**src/rtl/wdog_pkg.sv**
```systemverilog
package wdog_pkg;
    typedef enum logic {
        WD_STOPPED = 1'b0,
        WD_RUNNING = 1'b1
    } wd_state_e;
endpackage

```
**src/rtl/wdog_fsm.sv**
```systemverilog
module wdog_fsm
    import wdog_pkg::*;
#(
    parameter int CNT_W = 5
) (
    input  logic             clk,
    input  logic             rst_n,
    input  logic             tick_i,
    input  logic             wr_en_i,
    input  logic [CNT_W-1:0] wr_data_i,
    input  logic             repeat_i,
    output logic [CNT_W-1:0] count_o,
    output logic             expire_o
);
    localparam logic [CNT_W-1:0] CNT_ZERO = '0;
    localparam logic [CNT_W-1:0] CNT_ONE  = {{(CNT_W-1){1'b0}}, 1'b1};

    wd_state_e        state_q, state_d;
    logic [CNT_W-1:0] count_q, count_d;
    logic [CNT_W-1:0] reload_q;
    logic             wr_start, wr_halt, tick_live, at_end;

    assign wr_start  = wr_en_i && (wr_data_i != CNT_ZERO);
    assign wr_halt   = wr_en_i && (wr_data_i == CNT_ZERO);
    assign tick_live = (state_q == WD_RUNNING) && tick_i && !wr_en_i;
    assign at_end    = tick_live && (count_q == CNT_ONE);

    // State register
    always_ff @(posedge clk or negedge rst_n) begin
        if (!rst_n) state_q <= WD_STOPPED;
        else        state_q <= state_d;
    end

    // Next state: named transitions
    always_comb begin
        state_d = state_q;
        unique case (state_q)
            WD_STOPPED: begin
                if (wr_start) state_d = WD_RUNNING;              // T_START
            end
            WD_RUNNING: begin
                if (wr_halt)                   state_d = WD_STOPPED; // T_HALT
                else if (wr_start)             state_d = WD_RUNNING; // T_RELOAD
                else if (at_end && !repeat_i)  state_d = WD_STOPPED; // T_ONESHOT_END
                else if (at_end)               state_d = WD_RUNNING; // T_REARM
            end
            default: state_d = WD_STOPPED;
        endcase
    end

    // Counter next value
    always_comb begin
        count_d = count_q;
        if (wr_en_i)                count_d = wr_data_i;
        else if (at_end && repeat_i) count_d = reload_q;
        else if (at_end)             count_d = CNT_ZERO;
        else if (tick_live)          count_d = count_q - CNT_ONE;
    end

    // Count and reload registers
    always_ff @(posedge clk or negedge rst_n) begin
        if (!rst_n) begin
            count_q  <= CNT_ZERO;
            reload_q <= CNT_ZERO;
        end else begin
            count_q <= count_d;
            if (wr_en_i) reload_q <= wr_data_i;
        end
    end

    assign count_o  = count_q;
    assign expire_o = at_end;

    // a write lands in the count on the next cycle
    p_write_loads_r2: assert property (@(posedge clk) disable iff (!rst_n)
        wr_en_i |=> (count_o == $past(wr_data_i)));
    // no tick and no write keeps the count
    p_hold_no_tick_r5: assert property (@(posedge clk) disable iff (!rst_n)
        (!tick_i && !wr_en_i) |=> $stable(count_o));
    // running tick above 1 decrements by one
    p_step_down_r5: assert property (@(posedge clk) disable iff (!rst_n)
        (state_q == WD_RUNNING && tick_i && !wr_en_i && count_q > CNT_ONE)
        |=> (count_o == $past(count_o) - CNT_ONE));
    // a stopped timer shows zero
    p_stopped_zero_r7: assert property (@(posedge clk) disable iff (!rst_n)
        (state_q == WD_STOPPED) |-> (count_q == CNT_ZERO));
    // repeat period end re-arms with a non-zero count
    p_rearm_nonzero_r6: assert property (@(posedge clk) disable iff (!rst_n)
        (expire_o && repeat_i) |=> (count_o != CNT_ZERO && state_q == WD_RUNNING));
endmodule

```
**src/rtl/wdog_irq.sv**
```systemverilog
module wdog_irq (
    input  logic clk,
    input  logic rst_n,
    input  logic expire_i,
    input  logic flag_clr_i,
    input  logic irq_pulse_i,
    output logic flag_o,
    output logic irq_o
);
    logic flag_q, pulse_q;

    always_ff @(posedge clk or negedge rst_n) begin
        if (!rst_n) begin
            flag_q  <= 1'b0;
            pulse_q <= 1'b0;
        end else begin
            pulse_q <= expire_i;
            if (expire_i)        flag_q <= 1'b1;
            else if (flag_clr_i) flag_q <= 1'b0;
        end
    end

    assign flag_o = flag_q;
    assign irq_o  = irq_pulse_i ? pulse_q : flag_q;

    // the flag only falls on a clear command
    p_flag_sticky_r8: assert property (@(posedge clk) disable iff (!rst_n)
        (flag_q && !flag_clr_i) |=> flag_q);
    // the flag only rises after a period end
    p_flag_rise_r6: assert property (@(posedge clk) disable iff (!rst_n)
        $rose(flag_q) |-> $past(expire_i));
    // a pulse coincides with a set flag
    p_pulse_flag_r9: assert property (@(posedge clk) disable iff (!rst_n)
        pulse_q |-> flag_q);
endmodule

```
**src/rtl/wdog_countdown.sv**
```systemverilog
module wdog_countdown #(
    parameter int CNT_W = 5
) (
    input  logic             clk,
    input  logic             rst_n,
    input  logic             tick_i,
    input  logic             wr_en_i,
    input  logic [CNT_W-1:0] wr_data_i,
    input  logic             repeat_i,
    input  logic             irq_pulse_i,
    input  logic             flag_clr_i,
    output logic [CNT_W-1:0] count_o,
    output logic             flag_o,
    output logic             irq_o
);
    logic expire;

    wdog_fsm #(.CNT_W(CNT_W)) u_fsm (
        .clk       (clk),
        .rst_n     (rst_n),
        .tick_i    (tick_i),
        .wr_en_i   (wr_en_i),
        .wr_data_i (wr_data_i),
        .repeat_i  (repeat_i),
        .count_o   (count_o),
        .expire_o  (expire)
    );

    wdog_irq u_irq (
        .clk         (clk),
        .rst_n       (rst_n),
        .expire_i    (expire),
        .flag_clr_i  (flag_clr_i),
        .irq_pulse_i (irq_pulse_i),
        .flag_o      (flag_o),
        .irq_o       (irq_o)
    );
endmodule

```
**config.mk**
```make
export PLATFORM = sky130hd
export DESIGN_NAME = wdog_countdown
export DESIGN_NICKNAME = d
export VERILOG_FILES = /design/src/rtl/wdog_pkg.sv /design/src/rtl/wdog_fsm.sv /design/src/rtl/wdog_irq.sv /design/src/rtl/wdog_countdown.sv
export SDC_FILE = /design/constraint.sdc
export NUM_CORES = 1
export LEC_CHECK = 0
export BUFFER_PORTS_ARGS = -buffer_cell sky130_fd_sc_hd__buf_2
export CAP_MARGIN = 20
export CORE_AREA = 5 5 49 51
export CTS_CLUSTER_SIZE = 40
export DETAILED_ROUTE_END_ITERATION = 16
export DIE_AREA = 0 0 54 56
export SLEW_MARGIN = 20
export SYNTH_ARGS = -nofsm -noshare
export SYNTH_HDL_FRONTEND = slang
export SYNTH_HIERARCHICAL = 1
export SYNTH_SLANG_ARGS = --single-unit
```
**constraint.sdc**
```tcl
create_clock -name clk -period 2.5 [get_ports clk]
set_input_delay 0.375 -clock clk [delete_from_list [all_inputs] [get_ports clk]]
set_output_delay 0.375 -clock clk [all_outputs]
set_load 0.02 [all_outputs]
```
==> flow_summary.yaml <==
synth:
  synth_nets: 90
  yosysTopAreaCell: "dfrtp_1"
  synth_warnings: 6
  netlist_instances: 76
  ys_ff_latch: 13
  synthFlopType: "dfrtp_1"
  yosysTopAreaCellShare_pct: 44.1
  synth_edf_count: 0
  synth_area_per_cell_um2: 9.70
  ys_top_cells_by_area: "dfrtp_1, o21ai_0, inv_1"
  synth_area_um2: 737
  ys_seq_area_share_pct: 44.1
  ys_async_sr_fraction_pct: 100
  synth_cell_types: 34
timing:
  worst_pin_slew_ps: 511
  tns_ps: 0
  slew_violations: 0
  setup_viol: 0
  fin_worst_skew_ps: 5.83
  timing.fmax_ghz: 0.567
  rsz0062_at_grt: "no"
  period_needed_ps: 1760
  fin_crit_sh_pct: 70.6
  final_hold_viol_count: 0
  hold_ws_ps: 358
  slew_headroom_pct: 65.8
run_status:
  status: "complete, no violations"
global_routing:
  antenna_found_initial: 0
  grt_pass1_wl_um: 2800
  grt.total_usage_pct: 12.3
  grt_pass1_vias: 590
  grt_use_met2_pct: 17.3
  grt_max_degree: 21
  met3_usage_pct: 2.68
  grt-ovfl-total: 0
  busiest_layer: "met1"
  gr-usage-met1_pct: 18.3
cells_and_area:
  antenna_cells: 0
  area_growth_pct: 18.7
  nets: 111
  nFillCells: 194
  drive_gt1_share_pct: 28.1
critical_path:
  required_ps: 2650
  startpoint: "u_fsm/count_o[0]$_DFFE_PN0P_"
  timing.rr.start: "u_fsm/count_o[0]$_DFFE_PN0P_"
  crit_type: "reg -> reg"
  cp-start-kind: "register"
  path_max_fanout: 8
  timing.rr.end: "u_fsm/count_o[4]$_DFFE_PN0P_"
  cp-end-kind: "register"
  r2r_slack_ps: 740
  critPathCapture: "u_fsm/count_o[4]$_DFFE_PN0P_"
  crit_arrival_ps: 1910
  reg2regPathDepth: 6
min_path:
  hold_path_class: "in -> reg"
  holdPathStages: 3
die:
  die_y_um: 56
  rows: 16
  core_mm2: 0.00190
  die_w_um: 54
  die-area_mm2: 0.00302
  io_pins: 19
  start_util_pct: 38.8
route:
  vias: 630
  remaining_drc_errors: 0
  firstDrtPassIters: 4
  routed_wl_um: 1670
  antenna_left: 0
  post_drt_via_cell_ratio: 5.12
  drtIter0Drc: 31
  avgRoutedWirePerCell_um: 13.6
clocking:
  clk_latency_ps: 270
  clk_pin_slew_worst_paths_ps: 80
  cts_tree: "done"
  root_buffer: "clkbuf_4"
  cts.htree.levels: 1
  clk_path_buf_depth: 2
  post_cts.repair.setup_buffers: 0
  cts-buffers-inserted: 3
  numClockSinks: 13
placed_design:
  place.gp.congestion: 0.839
  dp_hpwl_um: 1210
  port_buffers: 18
flow_run:
  cap_violations: 0
pwr:
  ir_drop_mv: 0.256
  power_density_mw_per_mm2: 572
  leakage_nw: 0.424
## how the worst min path moves through the flow
| stage | from | slack (ps) | endpoint |
|---|---|---|---|
| 2_1_floorplan | rst_n | 80 | u_fsm/count_o[0]$_DFFE_PN0P_ |
| 3_3_place_gp | rst_n | 280 | u_fsm/count_o[4]$_DFFE_PN0P_ |
| 3_5_place_dp | rst_n | 280 | u_fsm/reload_q[4]$_DFFE_PN0P_ |
| 4_1_cts | wr_data_i[4] | 350 | u_fsm/count_o[4]$_DFFE_PN0P_ |
| 5_1_grt | wr_data_i[0] | 350 | u_fsm/reload_q[0]$_DFFE_PN0P_ |
| 6_report | wr_data_i[4] | 360 | u_fsm/count_o[4]$_DFFE_PN0P_ |
## Yosys cell counts (2+ instances only)
library cell / number
o21ai_0: 6
nand3b_1: 2
nand2_1: 7
ha_1: 2
o21ai_1: 2
nor2_1: 4
dfrtp_1: 13
nor2b_1: 4
inv_1: 7
a21oi_1: 4
a21o_1: 2
## report_power, final
group | leakage, nW | total (mW) | switching (mW) | internal (mW)
sequential | 0.159 | 0.255 | 0.0257 | 0.229
clock | 0.0150 | 0.127 | 0.0650 | 0.0616
combinational | 0.250 | 0.119 | 0.0674 | 0.0517
total | 0.424 | 0.500 | 0.158 | 0.342
## flip-flops by register name, summed over array words and instances (netlist names)
| name | cells |
|---|---|
| u_fsm/count_o | 5 |
| u_fsm/reload_q | 5 |
| u_fsm/state_q | 1 |
| u_irq/pulse_q | 1 |
| u_irq/flag_o | 1 |
## layer usage
layer	routed length (µm)	vias up
met2	779	15
met4	12	0
li1	-	309
met1	781	304
met3	93	2
met5	0	-
## final cells by class
class / instances / area (µm²) / share of cell area (%)
timing repair buffer: 19 / 100 / 11.4
multi-input combinational: 53 / 363 / 41.5
clock buffer: 4 / 26.3 / 3.00
inverter: 7 / 26.3 / 3.00
tap: 27 / 33.8 / 3.86
sequential: 13 / 325 / 37.2
## through the flow
stage	cells	util (%)	worst slack (ps)	power [mW]	instance area, µm²
2_1_floorplan	76	-	795	0.337	737
3_3_place_gp	118	44.1	753	0.375	838
3_5_place_dp	118	44.1	725	0.376	838
4_1_cts	123	46.0	716	0.506	875
5_1_grt	123	46.0	559	0.536	875
6_report	123	46.0	736	0.500	875
## cells in the final DEF, fill, tap and decap left out
cell type,count
or4_1,1
o21ai_0,6
clkbuf_4,3
and2_2,1
nand2_1,7
mux2_4,1
a211oi_1,1
o21ai_1,2
and3_2,1
dfrtp_1,13
nor3b_1,1
dlygate4sd3_1,1
inv_1,7
a21o_1,2
a311oi_1,1
nand3b_1,2
mux2_2,1
o41ai_1,1
nor2b_1,4
o21a_1,1
o31ai_1,1
o311ai_1,1
nor4b_4,1
nand4_1,1
nand3_1,1
nor3_1,1
a32oi_1,1
nor2_1,4
a21oi_1,4
ha_1,2
clkbuf_1,1
xnor2_1,1
buf_2,18
a211oi_2,1
a31oi_1,1
## what timing repair did
action | in CTS | in global routing
hold buffers | 1 | 0
resized for setup | 0 | 0
endpoints found under the hold margin | 13 | 0
## logic make-up after synthesis
kind of cell	Yosys count	share of synthesized area [%]
and+or+nand+nor	25	20.5
AOI/OAI and AO/OA	23	20.5
DFF	13	44.1
buffers and inverters	10	6.62
muxes	2	3.56
adders and majority gates	2	3.40
xor gates and xnor gates	1	1.19
## worst max-delay path: stages (launching register included)
cell and delay (ps):
dfrtp_1 470, inv_1 90, ha_1 180, nor3b_1 210, mux2_2 370, a311oi_1 220, o31ai_1 110
Note: power is estimated with default switching activity, not from simulation.
